===== src/rtl/rfg_pkg.sv =====
package rfg_pkg;

    // frame layout, in octet positions counted from the first preamble octet
    localparam int PREAMBLE_LEN = 7;
    localparam int MAC_OCTETS   = 6;
    localparam int PAD_OCTETS   = 44;
    localparam int FCS_OCTETS   = 4;
    localparam int DST_POS      = PREAMBLE_LEN + 1;
    localparam int SRC_POS      = DST_POS + MAC_OCTETS;
    localparam int TYPE_POS     = SRC_POS + MAC_OCTETS;
    localparam int RES_POS      = TYPE_POS + 2;
    localparam int PAD_POS      = RES_POS + 2;
    localparam int FCS_POS      = PAD_POS + PAD_OCTETS;
    localparam int FRAME_OCTETS = FCS_POS + FCS_OCTETS;
    localparam int IDX_W        = $clog2(FRAME_OCTETS);

    localparam logic [7:0]  PREAMBLE_OCTET = 8'h55;
    localparam logic [7:0]  SFD_OCTET      = 8'hD5;
    localparam logic [15:0] REPLY_ETYPE    = 16'h88B5;
    localparam logic [31:0] CRC_PRESET     = 32'hFFFF_FFFF;
    localparam logic [31:0] CRC_POLY_REFL  = 32'hEDB8_8320;

    typedef logic [IDX_W-1:0] octet_idx_t;

    typedef enum logic {
        SEQ_IDLE,
        SEQ_SEND
    } seq_state_e;

    // values captured when a start is accepted
    typedef struct packed {
        logic [47:0] dst;
        logic [47:0] src;
        logic [15:0] res;
    } reply_fields_t;

    // one output beat towards the serializer
    typedef struct packed {
        logic [7:0] data;
        logic       valid;
        logic       last;
    } tx_beat_t;

    // octet k of a MAC address, k = 0 being bits 47:40
    function automatic logic [7:0] mac_octet(input logic [47:0] mac, input int k);
        return 8'(mac >> (8 * (MAC_OCTETS - 1 - k)));
    endfunction

    // reflected CRC-32 advanced by one octet, low bit first
    function automatic logic [31:0] crc_next(input logic [31:0] c, input logic [7:0] d);
        logic [31:0] r;
        r = c ^ {24'h0, d};
        for (int b = 0; b < 8; b++) begin
            r = r[0] ? ((r >> 1) ^ CRC_POLY_REFL) : (r >> 1);
        end
        return r;
    endfunction

endpackage


===== src/rtl/rfg_seq.sv =====
module rfg_seq
    import rfg_pkg::*;
#(
    parameter int CYC_PER_OCTET = 4
) (
    input  logic       clk,
    input  logic       rst,
    input  logic       start,
    output logic       accept,
    output logic       busy,
    output logic       strobe,
    output logic       last,
    output octet_idx_t idx
);

    localparam int TICK_W = (CYC_PER_OCTET > 1) ? $clog2(CYC_PER_OCTET) : 1;
    localparam logic [TICK_W-1:0] TICK_MAX = TICK_W'(CYC_PER_OCTET - 1);
    localparam octet_idx_t LAST_IDX = octet_idx_t'(FRAME_OCTETS - 1);

    seq_state_e        state_q;
    logic [TICK_W-1:0] tick_q;
    octet_idx_t        idx_q;
    logic              tick_wrap;

    assign busy      = (state_q == SEQ_SEND);
    assign accept    = (state_q == SEQ_IDLE) && start;
    assign strobe    = busy && (tick_q == '0);
    assign tick_wrap = (tick_q == TICK_MAX);
    assign last      = strobe && (idx_q == LAST_IDX);
    assign idx       = idx_q;

    always_ff @(posedge clk) begin
        if (rst) begin
            state_q <= SEQ_IDLE;
            tick_q  <= '0;
            idx_q   <= '0;
        end else begin
            case (state_q)
                SEQ_IDLE: begin
                    if (start) begin
                        state_q <= SEQ_SEND;
                        tick_q  <= '0;
                        idx_q   <= '0;
                    end
                end
                SEQ_SEND: begin
                    if (tick_wrap) begin
                        tick_q <= '0;
                        if (idx_q == LAST_IDX) begin
                            state_q <= SEQ_IDLE;
                        end else begin
                            idx_q <= idx_q + 1'b1;
                        end
                    end else begin
                        tick_q <= tick_q + 1'b1;
                    end
                end
                default: state_q <= SEQ_IDLE;
            endcase
        end
    end

endmodule


===== src/rtl/rfg_octet_mux.sv =====
module rfg_octet_mux
    import rfg_pkg::*;
(
    input  octet_idx_t    idx,
    input  reply_fields_t fields,
    input  logic [31:0]   crc,
    output logic [7:0]    octet
);

    int          pos;
    logic [31:0] fcs_word;

    assign fcs_word = ~crc;

    always_comb begin
        pos   = int'(idx);
        octet = 8'h00;
        if (pos < PREAMBLE_LEN) begin
            octet = PREAMBLE_OCTET;
        end else if (pos == PREAMBLE_LEN) begin
            octet = SFD_OCTET;
        end else if (pos < SRC_POS) begin
            octet = mac_octet(fields.dst, pos - DST_POS);
        end else if (pos < TYPE_POS) begin
            octet = mac_octet(fields.src, pos - SRC_POS);
        end else if (pos == TYPE_POS) begin
            octet = REPLY_ETYPE[15:8];
        end else if (pos == TYPE_POS + 1) begin
            octet = REPLY_ETYPE[7:0];
        end else if (pos == RES_POS) begin
            octet = fields.res[15:8];
        end else if (pos == RES_POS + 1) begin
            octet = fields.res[7:0];
        end else if (pos < FCS_POS) begin
            octet = 8'h00;
        end else if (pos < FRAME_OCTETS) begin
            octet = 8'(fcs_word >> (8 * (pos - FCS_POS)));
        end
    end

endmodule


===== src/rtl/rfg_fcs_acc.sv =====
module rfg_fcs_acc
    import rfg_pkg::*;
(
    input  logic        clk,
    input  logic        rst,
    input  logic        clear,
    input  logic        enable,
    input  logic [7:0]  octet,
    output logic [31:0] crc
);

    logic [31:0] crc_q;

    always_ff @(posedge clk) begin
        if (rst || clear) begin
            crc_q <= CRC_PRESET;
        end else if (enable) begin
            crc_q <= crc_next(crc_q, octet);
        end
    end

    assign crc = crc_q;

endmodule


===== src/rtl/rfg_phase_out.sv =====
module rfg_phase_out
    import rfg_pkg::*;
#(
    parameter bit OUT_REG = 1'b1
) (
    input  logic     clk,
    input  logic     rst,
    input  logic     phase_sel,
    input  tx_beat_t beat_in,
    output tx_beat_t beat_out,
    output logic     phase_q
);

    generate
        if (OUT_REG) begin : g_reg
            logic     ph_q;
            tx_beat_t rise_q;
            tx_beat_t fall_q;

            // edge choice is taken only while reset is held
            always_ff @(posedge clk) begin
                if (rst) begin
                    ph_q <= phase_sel;
                end
            end

            always_ff @(posedge clk) begin
                if (rst) begin
                    rise_q <= '0;
                end else begin
                    rise_q <= beat_in;
                end
            end

            always_ff @(negedge clk) begin
                if (rst) begin
                    fall_q <= '0;
                end else begin
                    fall_q <= beat_in;
                end
            end

            assign beat_out = ph_q ? fall_q : rise_q;
            assign phase_q  = ph_q;
        end else begin : g_pass
            assign beat_out = beat_in;
            assign phase_q  = 1'b0;
        end
    endgenerate

endmodule


===== src/rtl/reply_frame_gen.sv =====
module reply_frame_gen
    import rfg_pkg::*;
#(
    parameter int CYC_PER_OCTET = 4,
    parameter bit OUT_REG       = 1'b1
) (
    input  logic        clk,
    input  logic        rst,
    input  logic        phase_sel,
    input  logic        start,
    input  logic [47:0] req_mac,
    input  logic [47:0] stn_mac,
    input  logic [15:0] result,
    output logic [7:0]  tx_octet,
    output logic        tx_valid,
    output logic        tx_done
);

    reply_fields_t fields_q;
    logic          accept;
    logic          busy;
    logic          strobe;
    logic          last;
    octet_idx_t    idx;
    logic [7:0]    octet;
    logic [31:0]   crc;
    logic          crc_en;
    tx_beat_t      beat_core;
    tx_beat_t      beat_out;
    logic          phase_q;

    rfg_seq #(
        .CYC_PER_OCTET(CYC_PER_OCTET)
    ) u_seq (
        .clk   (clk),
        .rst   (rst),
        .start (start),
        .accept(accept),
        .busy  (busy),
        .strobe(strobe),
        .last  (last),
        .idx   (idx)
    );

    always_ff @(posedge clk) begin
        if (rst) begin
            fields_q <= '0;
        end else if (accept) begin
            fields_q <= '{dst: req_mac, src: stn_mac, res: result};
        end
    end

    rfg_octet_mux u_mux (
        .idx   (idx),
        .fields(fields_q),
        .crc   (crc),
        .octet (octet)
    );

    assign crc_en = strobe && (int'(idx) >= DST_POS) && (int'(idx) < FCS_POS);

    rfg_fcs_acc u_fcs (
        .clk   (clk),
        .rst   (rst),
        .clear (accept),
        .enable(crc_en),
        .octet (octet),
        .crc   (crc)
    );

    assign beat_core = '{data: (strobe ? octet : 8'h00), valid: strobe, last: last};

    rfg_phase_out #(
        .OUT_REG(OUT_REG)
    ) u_out (
        .clk      (clk),
        .rst      (rst),
        .phase_sel(phase_sel),
        .beat_in  (beat_core),
        .beat_out (beat_out),
        .phase_q  (phase_q)
    );

    assign tx_octet = beat_out.data;
    assign tx_valid = beat_out.valid;
    assign tx_done  = beat_out.last;

endmodule


===== config.mk =====
export PLATFORM = sky130hd
export DESIGN_NAME = reply_frame_gen
export DESIGN_NICKNAME = d
export VERILOG_FILES = /design/src/rtl/rfg_pkg.sv /design/src/rtl/rfg_seq.sv /design/src/rtl/rfg_octet_mux.sv /design/src/rtl/rfg_fcs_acc.sv /design/src/rtl/rfg_phase_out.sv /design/src/rtl/reply_frame_gen.sv
export SDC_FILE = /design/constraint.sdc
export NUM_CORES = 1
export LEC_CHECK = 0
export BUFFER_PORTS_ARGS = -buffer_cell sky130_fd_sc_hd__buf_2
export CORE_ASPECT_RATIO = 1.75
export CORE_MARGIN = 4
export CORE_UTILIZATION = 63
export CTS_CLUSTER_DIAMETER = 80
export CTS_CLUSTER_SIZE = 12
export DETAILED_ROUTE_END_ITERATION = 8
export PLACE_DENSITY = 0.84
export SYNTH_ARGS = -nofsm -noshare
export SYNTH_HDL_FRONTEND = slang
export SYNTH_SLANG_ARGS = --single-unit

===== constraint.sdc =====
create_clock -name clk -period 9.2 [get_ports clk]
set_input_delay 0.92 -clock clk [delete_from_list [all_inputs] [get_ports clk]]
set_output_delay 0.92 -clock clk [all_outputs]
set_load 0.05 [all_outputs]

==> results.yml, run 1 <==
routing:
  routed.top_layer: "met4"
  antenna_left: 0
  wl_um: 25000
  avgRoutedWirePerCell_um: 18.3
  via_per_inst: 5.88
  drc: 0
  met2_length_um: 12900
  wl_met3_um: 1550
  drt_iter0_drc: 484
  met1_length_um: 8920
  dr.pass1.iters: 6
  via_count: 8030
logic_synthesis:
  synth-edff-count: 1
  synth_cell_types: 75
  ys_top_cells_by_count: "290 x nand2_1, 174 x dfxtp_1, 136 x a21oi_1"
  yosysMostFrequentCell: "nand2_1"
  yosys_most_used_dff: "dfxtp_1"
  yosysTopAreaCell: "dfxtp_1"
  yosys_warnings: 0
  yosysTopAreaCellShare: 0.372
  synth.yosys.seq_area_share: 0.375
  asyncSetResetFlopFracSynth: 0
  syn_area_per_cell_um2: 8.60
  ys_ff_latch: 175
  synthTopCellsByArea: "dfxtp_1 37%, nand2_1 12%, a21oi_1 7.3%"
  synth_cells: 1089
  synth_area_um2: 9360
  syn_nets: 1236
setup_path:
  startpoint_type: "flip-flop"
  end_kind: "flip-flop"
  critPathArrivalTime_ns: 4.40
  critPathRequiredTime_ns: 4.94
  critical_path_class: "reg2reg"
  crit_fanout: 13
outcome:
  status: "finished, final reports clean"
cts:
  cts_max_path_buffers: 2
  cts.clk_slew.worst_paths_ns: 0.08
  clockRootBuffer: "clkbuf_16"
  cts_setup_buffers: 0
  clock-sinks: 175
  cts_tree: "yes"
  insertion_delay_ns: 0.46
  cts_inserted_buffers: 17
  postCtsHoldBufs: 0
  h-tree-depth: 4
  cts-resized-gates: 0
hold_path:
  min_path_type: "reg2reg"
layout:
  drive_above_1_share: 0.196
  nets: 1320
  flow.area_growth_from_synthesis_pct: 13.2
  utilization: 0.730
  antenna_cells: 0
grt:
  grt_overflow: 0
  antenna_found_initial: 0
  grt_start_max_net_pins: 118
  grt_pass1_wl_um: 39600
  grt_pass1_vias: 7959
  grt_usage: 0.297
sta:
  rsz0062_at_grt: "false"
  worst_pin_slew_ns: 1.18
  hold_ws_ns: 0.455
  hold_violations: 0
  drv_slew: 0
  slew_headroom: 0.212
  fin_worst_skew_ns: 0.0326
  setup_viol: 0
  fin_setup_tns_ns: 0
placement:
  dp_hpwl_um: 17900
  gp_congestion: 1.07
  io_buffers: 125
power_and_ir_drop:
  powerDensity_nw_per_um2: 160
  p_leak_nw: 4.31
  vdd_drop_max_v: 0.000121
floorplanning:
  row_count: 58
  start_util: 0.645
  die_w_um: 100
  dieArea_um2: 17000
  chipHeight_um: 169
  pin_count: 126
  core_area_um2: 14500
flow_run:
  drv_cap: 0
==> logic make-up after synthesis <==
kind of cell / count (synthesis) / share of synthesized area
and+or+nand+nor: 420 / 0.192
adders and majority gates: 31 / 0.0414
muxes: 50 / 0.0870
DFF: 175 / 0.375
xor gates and xnor gates: 76 / 0.0993
AOI/OAI and AO/OA: 237 / 0.157
buffers and inverters: 100 / 0.0477
==> placed cells by master, fill, tap and decap left out, types with 6 or more instances in the layout <==
cell type,n
clkinv_8,6
xor2_1,18
nor2_1,48
ha_1,31
buf_4,12
mux4_2,24
o211ai_1,25
mux2_2,11
a211oi_1,10
nand2_1,290
dfxtp_1,173
nor3b_1,6
xnor3_1,12
nand3_1,12
a31oi_1,6
o21ai_0,16
clkbuf_16,17
inv_1,29
mux2i_1,15
buf_2,124
a21oi_1,136
nor3_1,17
xnor2_1,39
==> report_power, final <==
group | internal [mW] | total [mW] | switching (mW)
Combinational | 0.0501 | 0.127 | 0.0765
Sequential | 0.790 | 0.807 | 0.0173
Clock | 0.385 | 0.766 | 0.381
==> registers in the layout, indices dropped and copies added (netlist names) <==
signal,flops
u_out.phase_q,1
u_seq.tick_q,2
u_seq.busy,1
u_fcs.crc,32
fields_q,112
u_out.g_reg.fall_q,10
u_out.g_reg.rise_q,10
u_seq.idx,7
==> final timing paths <==
kind / cells after the start / startpoint / to / slack [ns]
worst min register to register: 2 / fields_q[17]$_SDFFE_PP0P_ / fields_q[17]$_SDFFE_PP0P_ / 0.46
worst min-delay path: 2 / fields_q[17]$_SDFFE_PP0P_ / fields_q[17]$_SDFFE_PP0P_ / 0.46
worst max-delay path: 13 / u_seq.idx[3]$_SDFFE_PP0P_ / u_out.g_reg.fall_q[3]$_DFF_N_ / 0.53
worst max register to register: 13 / u_seq.idx[3]$_SDFFE_PP0P_ / u_out.g_reg.fall_q[3]$_DFF_N_ / 0.53
==> critical path, cell delays in order, from the launching register on <==
cell      delay (ns)
dfxtp_1         0.47
ha_1            0.40
and2_1          0.25
nor3_1          0.13
a31oi_1         0.06
o22ai_1         0.41
nand2_1         0.11
ha_1            0.29
or4b_1          0.45
nor4_1          0.30
nand3_1         0.25
a211oi_2        0.40
nand2_1         0.13
a211oi_1        0.30
==> stage by stage <==
| stage | instance area (um^2) | power, mW | setup WS (ns) | cells |
|---|---|---|---|---|
| finish | 10600 | 1.70 | 0.535 | 1366 |
| global placement | 9940 | 0.954 | 0.762 | 1325 |
| CTS | 10600 | 1.70 | 0.610 | 1366 |
| detailed placement | 9940 | 0.957 | 0.655 | 1325 |
| global route | 10600 | 1.75 | 0.268 | 1366 |
| floorplan | 9360 | 0.906 | 0.745 | 1089 |
==> final cells by class <==
type,instances,area (um^2)
multi-input combinational,814,5420
fill,1125,3920
sequential,175,3510
timing repair buffer,136,711
clock buffer,18,439
tap,180,225
clock inverter,24,218
inverter,19,71.3
==> metal layers <==
layer,global-route usage,vias up
met5,0,-
met4,0.198,0
met3,0.0592,95
met2,0.513,301
met1,0.323,3714
li1,-,3920
Power figures use the tool's default switching activity.
==> run 2, diff against run 1 <==
Settings changed: RECOVER_POWER set to 50.
==> run 2 against run 1 <==
Compared with the run above:
- hold slack about the same
- combinational power about the same
- die area unchanged
- cell area about the same
- routed wire length increased by 0.19%
- setup slack improved by 0.0036 ns
- the run now ends with capacitance limit, slew limit left
- global-route usage unchanged
- sequential cell count unchanged
- non-clock buffer count unchanged
- clock power about the same
==> results.yml, run 2 (same netlist as run 1, synthesis figures left out) <==
power_and_ir_drop:
  p_leak_nw: 4.30
  power_mw: 1.70
  vdd_drop_max_v: 0.000121
  powerDensity_nw_per_um2: 161
routing:
  antenna_left: 0
  dr.pass1.iters: 5
  drt_iter0_drc: 485
  avgRoutedWirePerCell_um: 18.3
  via_count: 8063
  via_per_inst: 5.90
  drc: 0
  wl_um: 25100
sta:
  hold_violations: 0
  setup_ws_ns: 0.538
  hold_ws_ns: 0.455
  slew_headroom: -2.29
  fin_setup_tns_ns: 0
  setup_viol: 0
  worst_pin_slew_ns: 4.94
  rsz0062_at_grt: "false"
  fin_worst_skew_ns: 0.0330
  drv_slew: 118
outcome:
  status: "complete, but fails checks"
  violations: "capacitance limit, slew limit"
cts:
  cts_tree: "yes"
  cts_setup_buffers: 0
  clock-sinks: 175
  insertion_delay_ns: 0.46
  postCtsHoldBufs: 0
  cts-resized-gates: 0
  cts_max_path_buffers: 2
  clockRootBuffer: "clkbuf_16"
  cts_inserted_buffers: 17
  cts.clk_slew.worst_paths_ns: 0.08
  h-tree-depth: 4
layout:
  mostFrequentLayoutCell: "nand2_1"
  final_cell_mix: "290 x nand2_1, 173 x dfxtp_1, 136 x a21oi_1"
  nets: 1320
  regMostFlops: "fields_q"
  flow.area_growth_from_synthesis_pct: 13.1
  antenna_cells: 0
  n_fill_cell: 1129
  drive_above_1_share: 0.193
  largest_reg_flops: 112
setup_path:
  cpMaxStageDelayCell: "dfxtp_1"
  critPathRequiredTime_ns: 4.94
  startpoint_type: "flip-flop"
  critical_path.cell_chain: "ha_1 > and2_1 > nor3_1 > a31oi_1 > o22ai_1 > nand2_1 > ha_1 > or4b_1 > nor4_1 > nand3_1 > a211oi_2 > nand2_1 > a211oi_1"
  critPathMaxStageDelay_ns: 0.47
  crit_fanout: 13
  timing.rr.end: "u_out.g_reg.fall_q[3]$_DFF_N_"
  regToRegStartpoint: "u_seq.idx[3]$_SDFFE_PP0P_"
  rr_worst_depth: 13
  end_kind: "flip-flop"
  critical_path_class: "reg2reg"
  critPathArrivalTime_ns: 4.40
  r2r_slack_ns: 0.54
grt:
  antenna_found_initial: 0
  grt_start_max_net_pins: 118
  grt_pass1_wl_um: 39600
  grt_overflow: 0
  grt_pass1_vias: 7959
  grt_usage: 0.297
floorplanning:
  pin_count: 126
  row_count: 58
  dieArea_um2: 17000
  start_util: 0.645
  chipHeight_um: 169
  core_area_um2: 14500
  die_w_um: 100
hold_path:
  hold_depth: 2
  holdPathEnd: "fields_q[17]$_SDFFE_PP0P_"
  min_path_type: "reg2reg"
  min_from: "fields_q[17]$_SDFFE_PP0P_"
placement:
  dp_hpwl_um: 17900
  io_buffers: 125
  gp_congestion: 1.07
  dpl_worst_slack_ns: 0.655
flow_run:
  drv_cap: 1
-- run 2: changes by cell type in the layout (fill, tap and decap cells not counted), sizes merged --
cell / delta
buf: -2
clkbuf: +2
-- run 2: cell type report --
class                           count  area, um^2  share of cell area
Clock buffer                       18         439              0.0415
Clock inverter                     24         218              0.0206
Inverter                           19        71.3             0.00674
Multi-Input combinational cell    814        5420               0.512
Sequential cell                   175        3510               0.332
Tap cell                          180         225              0.0213
Timing Repair Buffer              136         703              0.0664
-- run 2: through the flow --
| step | cells | util | area (um^2) |
|---|---|---|---|
| after global placement | 1325 | 0.685 | 9940 |
| after CTS | 1366 | 0.730 | 10600 |
| after global routing | 1366 | 0.730 | 10600 |
| after floorplan | 1089 | - | 9360 |
| final | 1366 | 0.730 | 10600 |
| after detailed placement | 1325 | 0.685 | 9940 |
-- run 2: metal layers --
layer  global-route usage  vias up  share of wire
met4                0.198        0          0.065
met2                0.513      310           0.52
met3               0.0592       96          0.062
li1                     -     3920              -
met5                    0        -              0
met1                0.323     3737           0.36
-- run 2: critical path, delay by kind of cell, from the launching register on --
| family | cells | cell delay, ns |
|---|---|---|
| AOI/OAI and AO/OA | 4 | 1.16 |
| adders and majority gates | 2 | 0.69 |
| DFF | 1 | 0.47 |
| and+or+nand+nor | 7 | 1.62 |
-- run 2: worst max-delay path by stage --
stage | startpoint | to | slack [ns] | cells past startpoint
final | u_seq.idx[3]$_SDFFE_PP0P_ | u_out.g_reg.fall_q[3]$_DFF_N_ | 0.54 | 13
after global routing | u_seq.idx[3]$_SDFFE_PP0P_ | u_out.g_reg.fall_q[4]$_DFF_N_ | 0.27 | 12
after CTS | u_seq.idx[3]$_SDFFE_PP0P_ | u_out.g_reg.fall_q[4]$_DFF_N_ | 0.61 | 14
after detailed placement | u_seq.idx[3]$_SDFFE_PP0P_ | u_out.g_reg.fall_q[4]$_DFF_N_ | 0.65 | 14
after global placement | u_seq.idx[3]$_SDFFE_PP0P_ | u_out.g_reg.fall_q[4]$_DFF_N_ | 0.76 | 14
after floorplan | u_seq.idx[1]$_SDFFE_PP0P_ | u_out.g_reg.fall_q[4]$_DFF_N_ | 0.74 | 19
-- run 2: report_power, final --
group	leakage (nW)	total [mW]	switching [mW]	internal, mW
registers	1.43	0.807	0.0173	0.790
logic	2.52	0.128	0.0764	0.0514
clock network	0.353	0.767	0.382	0.385
total	4.30	1.70	0.476	1.23
